==> src/rtl/qenc_pkg.sv <==
package qenc_pkg;

    localparam int ANG_W = 14;
    localparam int POS_W = 13;

    typedef logic [POS_W-1:0] pos_t;

    typedef struct packed {
        logic a;
        logic b;
        logic idx;
    } quad_t;

    typedef enum logic [1:0] {
        MV_HOLD = 2'd0,
        MV_UP   = 2'd1,
        MV_DN   = 2'd2
    } move_e;

    // steps per revolution for a resolution code and mode
    function automatic pos_t steps_per_rev(input logic [2:0] code, input logic bin);
        pos_t n;
        if (bin) begin
            case (code)
                3'd0:    n = pos_t'(4096);
                3'd1:    n = pos_t'(2048);
                default: n = pos_t'(1024);
            endcase
        end else begin
            case (code)
                3'd0:    n = pos_t'(4000);
                3'd1:    n = pos_t'(2000);
                3'd2:    n = pos_t'(1600);
                3'd3:    n = pos_t'(1200);
                3'd4:    n = pos_t'(800);
                3'd5:    n = pos_t'(400);
                3'd6:    n = pos_t'(200);
                default: n = pos_t'(100);
            endcase
        end
        return n;
    endfunction

    // quadrature phase for a position; inv swaps the two lines
    function automatic quad_t phase_out(input pos_t pos, input logic inv);
        quad_t q;
        logic  x;
        logic  y;
        x = pos[0] ^ pos[1];
        y = pos[1];
        q.a   = inv ? y : x;
        q.b   = inv ? x : y;
        q.idx = (pos == '0);
        return q;
    endfunction

endpackage

==> src/rtl/qenc_hyst.sv <==
module qenc_hyst #(
    parameter int ANGLE_W   = 14,
    parameter int HYS_REF_W = 11
) (
    input  logic               clk,
    input  logic               rst,
    input  logic               ready_i,
    input  logic [ANGLE_W-1:0] angle_i,
    input  logic               vld_i,
    input  logic [1:0]         hys_i,
    output logic [ANGLE_W-1:0] held_o
);
    localparam int SHIFT = ANGLE_W - HYS_REF_W;

    logic [ANGLE_W-1:0] held_q;
    logic               up_q;
    logic [ANGLE_W-1:0] delta;
    logic [ANGLE_W-1:0] mag;
    logic [ANGLE_W-1:0] band;
    logic               mv_fwd;
    logic               mv_rev;
    logic               accept;

    always_comb begin
        delta  = angle_i - held_q;
        mv_rev = delta[ANGLE_W-1];
        mv_fwd = !mv_rev && (delta != '0);
        mag    = mv_rev ? (~delta + 1'b1) : delta;
        band   = {{(ANGLE_W-2){1'b0}}, 2'd3 - hys_i} << SHIFT;
        accept = (mv_fwd && up_q) || (mv_rev && !up_q) || (mag > band);
    end

    always_ff @(posedge clk) begin
        if (rst) begin
            held_q <= '0;
            up_q   <= 1'b1;
        end else if (vld_i) begin
            if (!ready_i) begin
                held_q <= angle_i;
                up_q   <= 1'b1;
            end else if ((delta != '0) && accept) begin
                held_q <= angle_i;
                up_q   <= mv_fwd;
            end
        end
    end

    assign held_o = held_q;

    // reversal inside the band leaves the held angle untouched
    assert_hold_in_band_R8: assert property (@(posedge clk) disable iff (rst)
        (vld_i && ready_i && (delta != '0) && (delta[ANGLE_W-1] == up_q) && (mag <= band))
        |=> $stable(held_q));

    // before startup completes every valid angle is taken as is
    assert_follow_before_ready_R1: assert property (@(posedge clk) disable iff (rst)
        (vld_i && !ready_i) |=> (held_q == $past(angle_i)));

endmodule

==> src/rtl/qenc_scale.sv <==
module qenc_scale
    import qenc_pkg::*;
#(
    parameter int ANGLE_W = 14,
    parameter int POS_W   = 13
) (
    input  logic               clk,
    input  logic               rst,
    input  logic [ANGLE_W-1:0] held_i,
    input  logic [2:0]         res_i,
    input  logic               bin_i,
    output logic [POS_W-1:0]   target_o,
    output logic [POS_W-1:0]   spr_o
);
    localparam int PROD_W = ANGLE_W + POS_W;

    logic [POS_W-1:0]  spr_c;
    logic [PROD_W-1:0] prod;
    logic [POS_W-1:0]  target_q;
    logic [POS_W-1:0]  spr_q;

    always_comb begin
        spr_c = POS_W'(steps_per_rev(res_i, bin_i));
        prod  = {{POS_W{1'b0}}, held_i} * {{ANGLE_W{1'b0}}, spr_c};
    end

    always_ff @(posedge clk) begin
        if (rst) begin
            target_q <= '0;
            spr_q    <= POS_W'(steps_per_rev(3'd0, 1'b1));
        end else begin
            target_q <= prod[ANGLE_W +: POS_W];
            spr_q    <= spr_c;
        end
    end

    assign target_o = target_q;
    assign spr_o    = spr_q;

endmodule

==> src/rtl/qenc_stepper.sv <==
module qenc_stepper
    import qenc_pkg::*;
#(
    parameter int POS_W    = 13,
    parameter int STEP_GAP = 4
) (
    input  logic             clk,
    input  logic             rst,
    input  logic             ready_i,
    input  logic [POS_W-1:0] target_i,
    input  logic [POS_W-1:0] spr_i,
    output logic [POS_W-1:0] pos_o
);
    localparam int GAP_W = $clog2(STEP_GAP + 1);

    logic [POS_W-1:0] pos_q;
    logic [POS_W-1:0] spr_prev_q;
    logic [GAP_W-1:0] gap_q;
    logic             snap;
    logic [POS_W:0]   diff;
    logic [POS_W:0]   fwd;
    logic [POS_W:0]   half;
    move_e            move;
    logic [POS_W-1:0] pos_up;
    logic [POS_W-1:0] pos_dn;

    always_comb begin
        snap   = !ready_i || (spr_i != spr_prev_q);
        diff   = {1'b0, target_i} - {1'b0, pos_q};
        fwd    = diff[POS_W] ? (diff + {1'b0, spr_i}) : diff;
        half   = {2'b00, spr_i[POS_W-1:1]};
        if (fwd == '0)
            move = MV_HOLD;
        else if (fwd <= half)
            move = MV_UP;
        else
            move = MV_DN;
        pos_up = (pos_q == spr_i - POS_W'(1)) ? '0 : pos_q + POS_W'(1);
        pos_dn = (pos_q == '0) ? spr_i - POS_W'(1) : pos_q - POS_W'(1);
    end

    always_ff @(posedge clk) begin
        if (rst) begin
            pos_q      <= '0;
            gap_q      <= '0;
            spr_prev_q <= POS_W'(steps_per_rev(3'd0, 1'b1));
        end else begin
            spr_prev_q <= spr_i;
            if (snap) begin
                pos_q <= target_i;
                gap_q <= '0;
            end else if ((move != MV_HOLD) && (gap_q == '0)) begin
                pos_q <= (move == MV_UP) ? pos_up : pos_dn;
                gap_q <= GAP_W'(STEP_GAP - 1);
            end else if (gap_q != '0) begin
                gap_q <= gap_q - GAP_W'(1);
            end
        end
    end

    assign pos_o = pos_q;

    // observation state for the step-spacing checks
    logic [POS_W-1:0] pos_prev_q;
    logic             snap_prev_q;
    logic [GAP_W-1:0] quiet_q;
    logic             changed;

    assign changed = (pos_q != pos_prev_q);

    always_ff @(posedge clk) begin
        if (rst) begin
            pos_prev_q  <= '0;
            snap_prev_q <= 1'b1;
            quiet_q     <= GAP_W'(STEP_GAP);
        end else begin
            pos_prev_q  <= pos_q;
            snap_prev_q <= snap;
            if (changed)
                quiet_q <= snap_prev_q ? GAP_W'(STEP_GAP) : GAP_W'(1);
            else if (quiet_q != GAP_W'(STEP_GAP))
                quiet_q <= quiet_q + GAP_W'(1);
        end
    end

    assert_step_spacing_R9: assert property (@(posedge clk) disable iff (rst)
        (changed && !snap_prev_q) |-> (quiet_q >= GAP_W'(STEP_GAP)));

    assert_single_step_R6: assert property (@(posedge clk) disable iff (rst)
        (changed && !snap_prev_q) |->
            ((pos_q == pos_prev_q + POS_W'(1)) || (pos_prev_q == pos_q + POS_W'(1)) ||
             ((pos_q == '0) && (pos_prev_q == spr_i - POS_W'(1))) ||
             ((pos_prev_q == '0) && (pos_q == spr_i - POS_W'(1)))));

    assert_pos_in_range_R5: assert property (@(posedge clk) disable iff (rst)
        (spr_i == $past(spr_i)) |-> (pos_q < spr_i));

endmodule

==> src/rtl/qenc_outfmt.sv <==
module qenc_outfmt
    import qenc_pkg::*;
#(
    parameter int POS_W = 13
) (
    input  logic             clk,
    input  logic             rst,
    input  logic             ready_i,
    input  logic             fault_i,
    input  logic             inv_i,
    input  logic [POS_W-1:0] pos_i,
    output logic             a_o,
    output logic             b_o,
    output logic             idx_o
);
    quad_t q_q;

    always_ff @(posedge clk) begin
        if (rst)
            q_q <= '1;
        else if (!ready_i || fault_i)
            q_q <= '1;
        else
            q_q <= phase_out(pos_t'(pos_i), inv_i);
    end

    assign a_o   = q_q.a;
    assign b_o   = q_q.b;
    assign idx_o = q_q.idx;

    assert_startup_high_R1: assert property (@(posedge clk) disable iff (rst)
        !ready_i |=> (a_o && b_o && idx_o));

    assert_fault_safe_R2: assert property (@(posedge clk) disable iff (rst)
        fault_i |=> (a_o && b_o && idx_o));

    assert_index_phase_R7: assert property (@(posedge clk) disable iff (rst)
        (idx_o && !(a_o && b_o)) |-> (!a_o && !b_o));

endmodule

==> src/rtl/quad_step_gen.sv <==
module quad_step_gen
    import qenc_pkg::*;
#(
    parameter int ANGLE_W  = ANG_W,
    parameter int POS_W    = qenc_pkg::POS_W,
    parameter int STEP_GAP = 4
) (
    input  logic               clk,
    input  logic               rst,
    input  logic [ANGLE_W-1:0] angle_i,
    input  logic               angle_vld_i,
    input  logic [2:0]         res_sel_i,
    input  logic               bin_mode_i,
    input  logic               dir_inv_i,
    input  logic [1:0]         hyst_i,
    input  logic               fault_i,
    input  logic               ready_i,
    output logic               out_a,
    output logic               out_b,
    output logic               out_idx
);
    logic [ANGLE_W-1:0] held;
    logic [POS_W-1:0]   target;
    logic [POS_W-1:0]   spr;
    logic [POS_W-1:0]   pos;

    qenc_hyst #(.ANGLE_W(ANGLE_W)) u_hyst (
        .clk     (clk),
        .rst     (rst),
        .ready_i (ready_i),
        .angle_i (angle_i),
        .vld_i   (angle_vld_i),
        .hys_i   (hyst_i),
        .held_o  (held)
    );

    qenc_scale #(.ANGLE_W(ANGLE_W), .POS_W(POS_W)) u_scale (
        .clk      (clk),
        .rst      (rst),
        .held_i   (held),
        .res_i    (res_sel_i),
        .bin_i    (bin_mode_i),
        .target_o (target),
        .spr_o    (spr)
    );

    qenc_stepper #(.POS_W(POS_W), .STEP_GAP(STEP_GAP)) u_step (
        .clk      (clk),
        .rst      (rst),
        .ready_i  (ready_i),
        .target_i (target),
        .spr_i    (spr),
        .pos_o    (pos)
    );

    qenc_outfmt #(.POS_W(POS_W)) u_out (
        .clk     (clk),
        .rst     (rst),
        .ready_i (ready_i),
        .fault_i (fault_i),
        .inv_i   (dir_inv_i),
        .pos_i   (pos),
        .a_o     (out_a),
        .b_o     (out_b),
        .idx_o   (out_idx)
    );

endmodule

==> config.mk <==
export PLATFORM = sky130hd
export DESIGN_NAME = quad_step_gen
export DESIGN_NICKNAME = d
export VERILOG_FILES = /design/src/rtl/qenc_pkg.sv /design/src/rtl/qenc_hyst.sv /design/src/rtl/qenc_scale.sv /design/src/rtl/qenc_stepper.sv /design/src/rtl/qenc_outfmt.sv /design/src/rtl/quad_step_gen.sv
export SDC_FILE = /design/constraint.sdc
export NUM_CORES = 1
export LEC_CHECK = 0
export BUFFER_PORTS_ARGS = -buffer_cell sky130_fd_sc_hd__buf_2
export CAP_MARGIN = 20
export CORE_MARGIN = 5
export CORE_UTILIZATION = 55
export DETAILED_ROUTE_END_ITERATION = 8
export PLACE_DENSITY = 0.84
export SKIP_CTS_REPAIR_TIMING = 1
export SYNTH_ARGS = -nofsm -noshare
export SYNTH_HDL_FRONTEND = slang
export SYNTH_SLANG_ARGS = --single-unit
==> constraint.sdc <==
create_clock -name clk -period 5.86 [get_ports clk]
set_input_delay 0.293 -clock clk [delete_from_list [all_inputs] [get_ports clk]]
set_output_delay 0.293 -clock clk [all_outputs]
set_load 0.005 [all_outputs]
==> summary.md, run 1 <==
| Metric | Value |
|---|---|
| Status | `completed` |
| Tmin final | `roughly 6 ns` |
| Worst clock skew | `approximately 0.013 ns` |
| Dpl hpwl | `~25 mm` |
| Clock root buffer | `clkbuf_16` |
| First-pass GRT wire length | `around 50 mm` |
| Post-Syn Area per Cell | `8.242 µm²` |
| Final instance area | `approximately 0.013 mm²` |
| Crit start category | `input pin` |
| Final hold violation count | `0` |
| Site Rows | `52` |
| Diodes inserted | `0` |
| Clock tree buffer depth | `2` |
| CP Capture Type | `register` |
| Most frequent cells in the layout | `inv_1, ha_1, nand2_1` |
| Tightest Pin Transition | `between 0.7 and 0.8 ns` |
| DR vias | `~10000` |
| Starting Density | `55.51%` |
| DRC | `0` |
| Origin of the critical flop-to-flop path | `u_hyst.held_o[9]` |
| Clk slew on worst S/H paths | `~0.060 ns` |
| Fin worst setup slack | `0.02214 ns` |
| Max_cap viols | `0` |
| Worst R2R Setup Slack | `~0.22 ns` |
| Number of synthesized flops with an enable pin | `0` |
| Combinational power share | `around two thirds` |
| CTS Sinks | `69` |
| Dpl cells | `between 1500 and 2000` |
| Seq/Total Area, Yosys | `12.38%` |
| Final nets | `between 1500 and 2000` |
| Yosys reg bits | `69` |
| Hold Worst Slack | `roughly 0.18 ns` |
| CP dominant cell by count | `fa_1` |
| Max H-tree Level | `3` |
| Worst path arrival time | `just over 6 ns` |
| Number of port buffers | `28` |
| First-pass detailed-route iteration total | `7` |
| Syn Std Cell Area | `about 0.011 mm²` |
| Synth-to-layout area growth | `14.42%` |
| Commonest non-fill, non-tap cell in the layout | `inv_1` |
| Max incr delay on CP | `0.54 ns` |
| Largest net degree at the start of global routing | `50` |
| Worst Hold End | `u_out.b_o` |
| Final Max Tran Viols | `0` |
| Worst Path Max Fanout | `6` |
| Die W | `between 150 and 200 µm` |
| Core area | `0.02010 mm²` |
| Initial antenna violation count | `0` |
| Clk Latency, worst-skew pair | `between 0.3 and 0.4 ns` |
| Vias/cell | `5.938` |
| Internal cell power | `between 1500 and 2000 µW` |
| Crit Path Category | `input pin to register` |
| Peak Freq | `171.3 MHz` |
| Fin crit share | `about 100%` |
| Synthesized instance count | `about 1400` |
| Non-Filler Instances | `1718` |
| Synth Warn # | `0` |
| Io pins | `29` |
| Critical Path Slowest Stage Cell | `fa_1` |
| Gr usage total | `between 20% and 30%` |
| Full die area | `0.02324 mm²` |
| Clock share of power | `between 15 and 20%` |
| Synth unique cells | `90` |
| Hold depth | `2` |
| Dpl ws | `-0.3956 ns` |
| Area contributors post-synth | `fa_1, ha_1, dfxtp_1` |
| Finished Core Util | `between 60% and 70%` |
| Area after DPL | `roughly 0.012 mm²` |
| Share of cells above drive strength 1 | `15.33%` |
| Switch share | `between 40% and 50%` |
| Leakage | `just under 0.006 µW` |
| TritonCTS clock tree | `done` |
| Hold path start | `dir_inv_i` |
| IR drop worst, VDD | `approximately 180 µV` |
| ANT nets after route | `0` |
| Gp weighted congestion | `around 0.97` |
| DRT Wirelength | `about 31 mm` |
| Worst Path Required | `6.10 ns` |
| Slew HR | `about 47%` |
| RSZ-0062 raised after global routing | `true` |
| Sw Pwr | `1545 µW` |
| Avg WL per Cell | `about 18 µm` |
| Setup violations, final | `0` |
| Worst reg-to-reg path cell count | `21` |
| Reg-to-Reg End | `u_scale.target_o[10]` |
| Die span in y | `between 150 and 200 µm` |
| Min-Delay Path Class | `input pin to register` |
| Asr flop ratio synth | `0%` |
| Net Count, Synth | `approximately 1600` |
| Starting DRT DRC Count | `940` |
| PwrDens | `between 200 and 300 mW/mm²` |
| Overflow left after global routing | `0` |
| Synth top area share | `19.73%` |
| CTS buffer count | `9` |
| Number of global-route vias before repair | `just over 10000` |
| Post-synth top flop | `dfxtp_1` |
| Top cell type by total area after synthesis | `fa_1` |
| Reg power frac | `between 10% and 20%` |
==> cells by family (layout without fill, tap and decap cells) <==
group                    count (synthesis)  after routing  synth area share (%)
multiplexers                            31             31                 2.870
buffers and inverters                  241            335                 8.207
other                                    1              1               0.03360
adder cells (fa/ha/maj)                250            250                 35.43
AND/OR/NAND/NOR                        464            464                 20.35
flip-flops                              69             69                 12.38
XOR/XNOR                                73             73                 5.729
AO/OA/AOI/OAI                          225            225                 15.00
==> worst max path at each step <==
stage                       startpoint                   end  slack (ns)  depth (start not counted)
final                     res_sel_i[0]  u_scale.target_o[10]        0.02                         28
after global routing      res_sel_i[0]  u_scale.target_o[10]       -0.16                         28
after CTS                 res_sel_i[1]  u_scale.target_o[12]       -0.16                         25
after detailed placement  res_sel_i[1]  u_scale.target_o[12]       -0.40                         26
after global placement    res_sel_i[0]  u_scale.target_o[12]       -0.24                         31
after floorplan           res_sel_i[1]  u_scale.target_o[12]        0.03                         28
==> flip-flops by register name (all words and copies together), names as in the netlist <==
name	cells
u_scale.target_o	13
u_step.spr_prev_q	11
u_out.a_o	1
u_hyst.up_q	1
u_step.gap_q	3
u_out.idx_o	1
u_hyst.held_o	14
u_scale.spr_o	11
u_out.b_o	1
u_step.pos_o	13
==> critical path: cells and delay by family <==
family                     cells  cell delay (ns)
AOI/OAI and AO/OA              8             1.42
adders and majority gates      7             2.89
buffers and inverters          5             0.42
and+or+nand+nor                8             1.05
==> cells in the mapped netlist, types with 13 or more instances <==
cell type and count:
inv_1 187, ha_1 140, clkbuf_1 40, and2_1 17, fa_1 110, xnor2_1 60, nor2_1 108, mux2i_1 23
nor3_1 66, nor2b_1 13, nand2_1 133, a21o_1 16, and3_1 13, o21ai_0 36, dfxtp_1 69, nand3_1 26
a211oi_1 16, xor2_1 13, nor4_1 17, a21oi_1 46, nand2b_1 17
==> metrics by stage <==
step | setup TNS, ns | power (µW)
floorplan | 0 | 2181
global placement | -1.153 | 2653
detailed placement | -2.010 | 2719
CTS | -0.5610 | 3313
global route | -0.6645 | 3686
finish | 0 | 3414
==> routing by layer <==
metal | share of wire, % | wire [µm] | global-route usage [%] | up-vias
met5 | 0 | 0 | 0 | -
met4 | 5.1 | 1569 | 11.58 | 0
met3 | 7.5 | 2335 | 4.715 | 123
met2 | 49 | 15080 | 45.09 | 455
met1 | 39 | 12020 | 31.03 | 4825
li1 | - | - | - | 4799
==> power groups by stage <==
stage	Combinational (µW)	Sequential, µW	Clock, µW
after CTS	2190	544	583
after floorplan	1640	538	0
after global placement	2100	553	0
after detailed placement	2160	554	0
final	2290	546	580
after global routing	2530	550	606
==> cell type report <==
class / instances / area, µm²
clock buffer: 10 / 239.0
clock inverter: 6 / 70.07
fill: 1679 / 7336
inverter: 192 / 723.2
multi-input combinational: 1044 / 9084
sequential: 69 / 1383
tap: 270 / 337.8
timing repair buffer: 127 / 932.1
Note: power is estimated with default switching activity, not from simulation.
==> run 2, diff against run 1 <==
==> constraint.sdc (replaced) <==
create_clock -name clk -period 5.86 [get_ports clk]
set_input_delay 1.172 -clock clk [delete_from_list [all_inputs] [get_ports clk]]
set_output_delay 1.172 -clock clk [all_outputs]
set_load 0.005 [all_outputs]
==> summary.md, run 2 (synthesized netlist as in run 1, its figures left out) <==
| Metric | Value |
|---|---|
| CP Capture Type | `register` |
| Hold depth | `2` |
| Worst clock skew | `0.01567 ns` |
| Reg power frac | `16.2%` |
| Fill count | `1562` |
| Most frequent cells in the layout | `inv_1, ha_1, nand2_1` |
| Final Max Tran Viols | `0` |
| Pwr Total | `3389 µW` |
| Clk Latency, worst-skew pair | `approximately 0.35 ns` |
| Status | `finished with violations` |
| Combinational power share | `between 60% and 70%` |
| Initial antenna violation count | `0` |
| Commonest non-fill, non-tap cell in the layout | `inv_1` |
| Gp weighted congestion | `between 1 and 1.5` |
| Clk slew on worst S/H paths | `around 0.060 ns` |
| DR vias | `10388` |
| Tightest Pin Transition | `1.100 ns` |
| Leakage | `about 0.006 µW` |
| Switch share | `between 40% and 50%` |
| Area after DPL | `between 0.01 and 0.015 mm²` |
| Gr usage total | `between 20 and 30%` |
| Die W | `152.4 µm` |
| Clock root buffer | `clkbuf_16` |
| Worst path arrival time | `between 6 and 7 ns` |
| ANT nets after route | `0` |
| Tmin final | `approximately 6.6 ns` |
| Share of cells above drive strength 1 | `between 10% and 20%` |
| DRT Wirelength | `31.34 mm` |
| Clock tree buffer depth | `2` |
| Fin worst setup slack | `-0.7777 ns` |
| Site Rows | `52` |
| Finished Core Util | `approximately 65%` |
| Overflow left after global routing | `0` |
| Dpl hpwl | `24.73 mm` |
| CTS Sinks | `69` |
| Die span in y | `152.4 µm` |
| Hold Worst Slack | `about 0.49 ns` |
| Final instance area | `approximately 0.013 mm²` |
| Final hold violation count | `0` |
| IR drop worst, VDD | `roughly 200 µV` |
| Sw Pwr | `around 1500 µW` |
| Starting DRT DRC Count | `~900` |
| Number of port buffers | `28` |
| Failing checks | `setup timing` |
| First-pass GRT wire length | `49.70 mm` |
| Max_cap viols | `0` |
| Final nets | `about 1700` |
| First-pass detailed-route iteration total | `6` |
| Max H-tree Level | `3` |
| RSZ-0062 raised after global routing | `true` |
| CTS buffer count | `9` |
| Core area | `0.02010 mm²` |
| Setup violations, final | `13` |
| Slew HR | `25.72%` |
| Clock share of power | `between 15 and 20%` |
| DRC | `0` |
| Max FFs per register | `14` |
| Starting Density | `a little under three fifths` |
| Crit Path Category | `input pin to register` |
| Worst Path Max Fanout | `4` |
| Number of global-route vias before repair | `slightly above 10000` |
| Worst Path Required | `between 6 and 7 ns` |
| Vias/cell | `between 5 and 6` |
| Crit start category | `input pin` |
| Min-Delay Path Class | `register to register` |
| Largest net degree at the start of global routing | `50` |
| Peak Freq | `150.7 MHz` |
| Fin crit share | `113.3%` |
| TritonCTS clock tree | `done` |
| Internal cell power | `1839 µW` |
| Avg WL per Cell | `18.07 µm` |
| Synth-to-layout area growth | `16.24%` |
| Io pins | `29` |
| Full die area | `approximately 0.023 mm²` |
| Worst reg-to-reg path cell count | `19` |
| PwrDens | `~260 mW/mm²` |
| Diodes inserted | `0` |
run 2: worst max-delay path, stage by stage:
cell and delay, ns:
buf_12 0.12, ha_4 0.15, nor2b_4 0.13, nor2_4 0.11, nor2_2 0.05, a21oi_2 0.11
nor2_2 0.06, nor2_2 0.13, buf_6 0.14, buf_8 0.12, nand2_1 0.09, fa_1 0.53
fa_2 0.54, inv_1 0.07, fa_1 0.46, fa_1 0.54, inv_1 0.06, fa_1 0.47
inv_2 0.10, ha_4 0.21, a21o_1 0.18, a21oi_1 0.17, o21a_1 0.18, a21oi_2 0.08
or3_1 0.43, or3_1 0.31, and3_1 0.16
run 2: metrics by stage:
step                TNS [ns]  setup slack, ns  cells
floorplan             -5.730          -0.7472   1354
global placement      -11.72           -1.194   1702
detailed placement    -12.86           -1.271   1702
CTS                   -8.849          -0.9657   1718
global route          -10.32           -1.008   1735
finish                -7.412          -0.7777   1735
run 2: metal layers:
metal  wire length, µm  track usage [%]  vias to the layer above
li1                  -                -                     4834
met1             11850            30.06                     4897
met2             15360            45.41                      498
met3              2357            4.743                      159
met4              1773            12.90                        0
met5                 0                0                        -
run 2: final cells by class:
cell class              instances  area, µm²  area share [%]
clock inverters                 5      42.54          0.3280
repair buffers                144       1104           8.508
flip-flops and latches         69       1385           10.68
well taps                     270      337.8           2.604
multi-input cells            1044       9109           70.22
clock buffers                  11      252.7           1.948
inverters                     192      740.7           5.710
run 2: final timing paths:
check | to | slack [ns] | startpoint
max | u_scale.target_o[6] | -0.78 | res_sel_i[1]
min | u_step.pos_o[2] | 0.49 | u_scale.target_o[2]
max reg2reg | u_scale.target_o[6] | 0.35 | u_hyst.held_o[1]
min reg2reg | u_step.pos_o[2] | 0.49 | u_scale.target_o[2]
run 2: power groups by stage:
stage | Clock (µW) | Sequential (µW) | Combinational [µW]
after floorplan | 0 | 538 | 1650
after global placement | 0 | 554 | 2090
after detailed placement | 0 | 555 | 2180
after CTS | 543 | 545 | 2200
after global routing | 565 | 551 | 2530
final | 538 | 548 | 2300
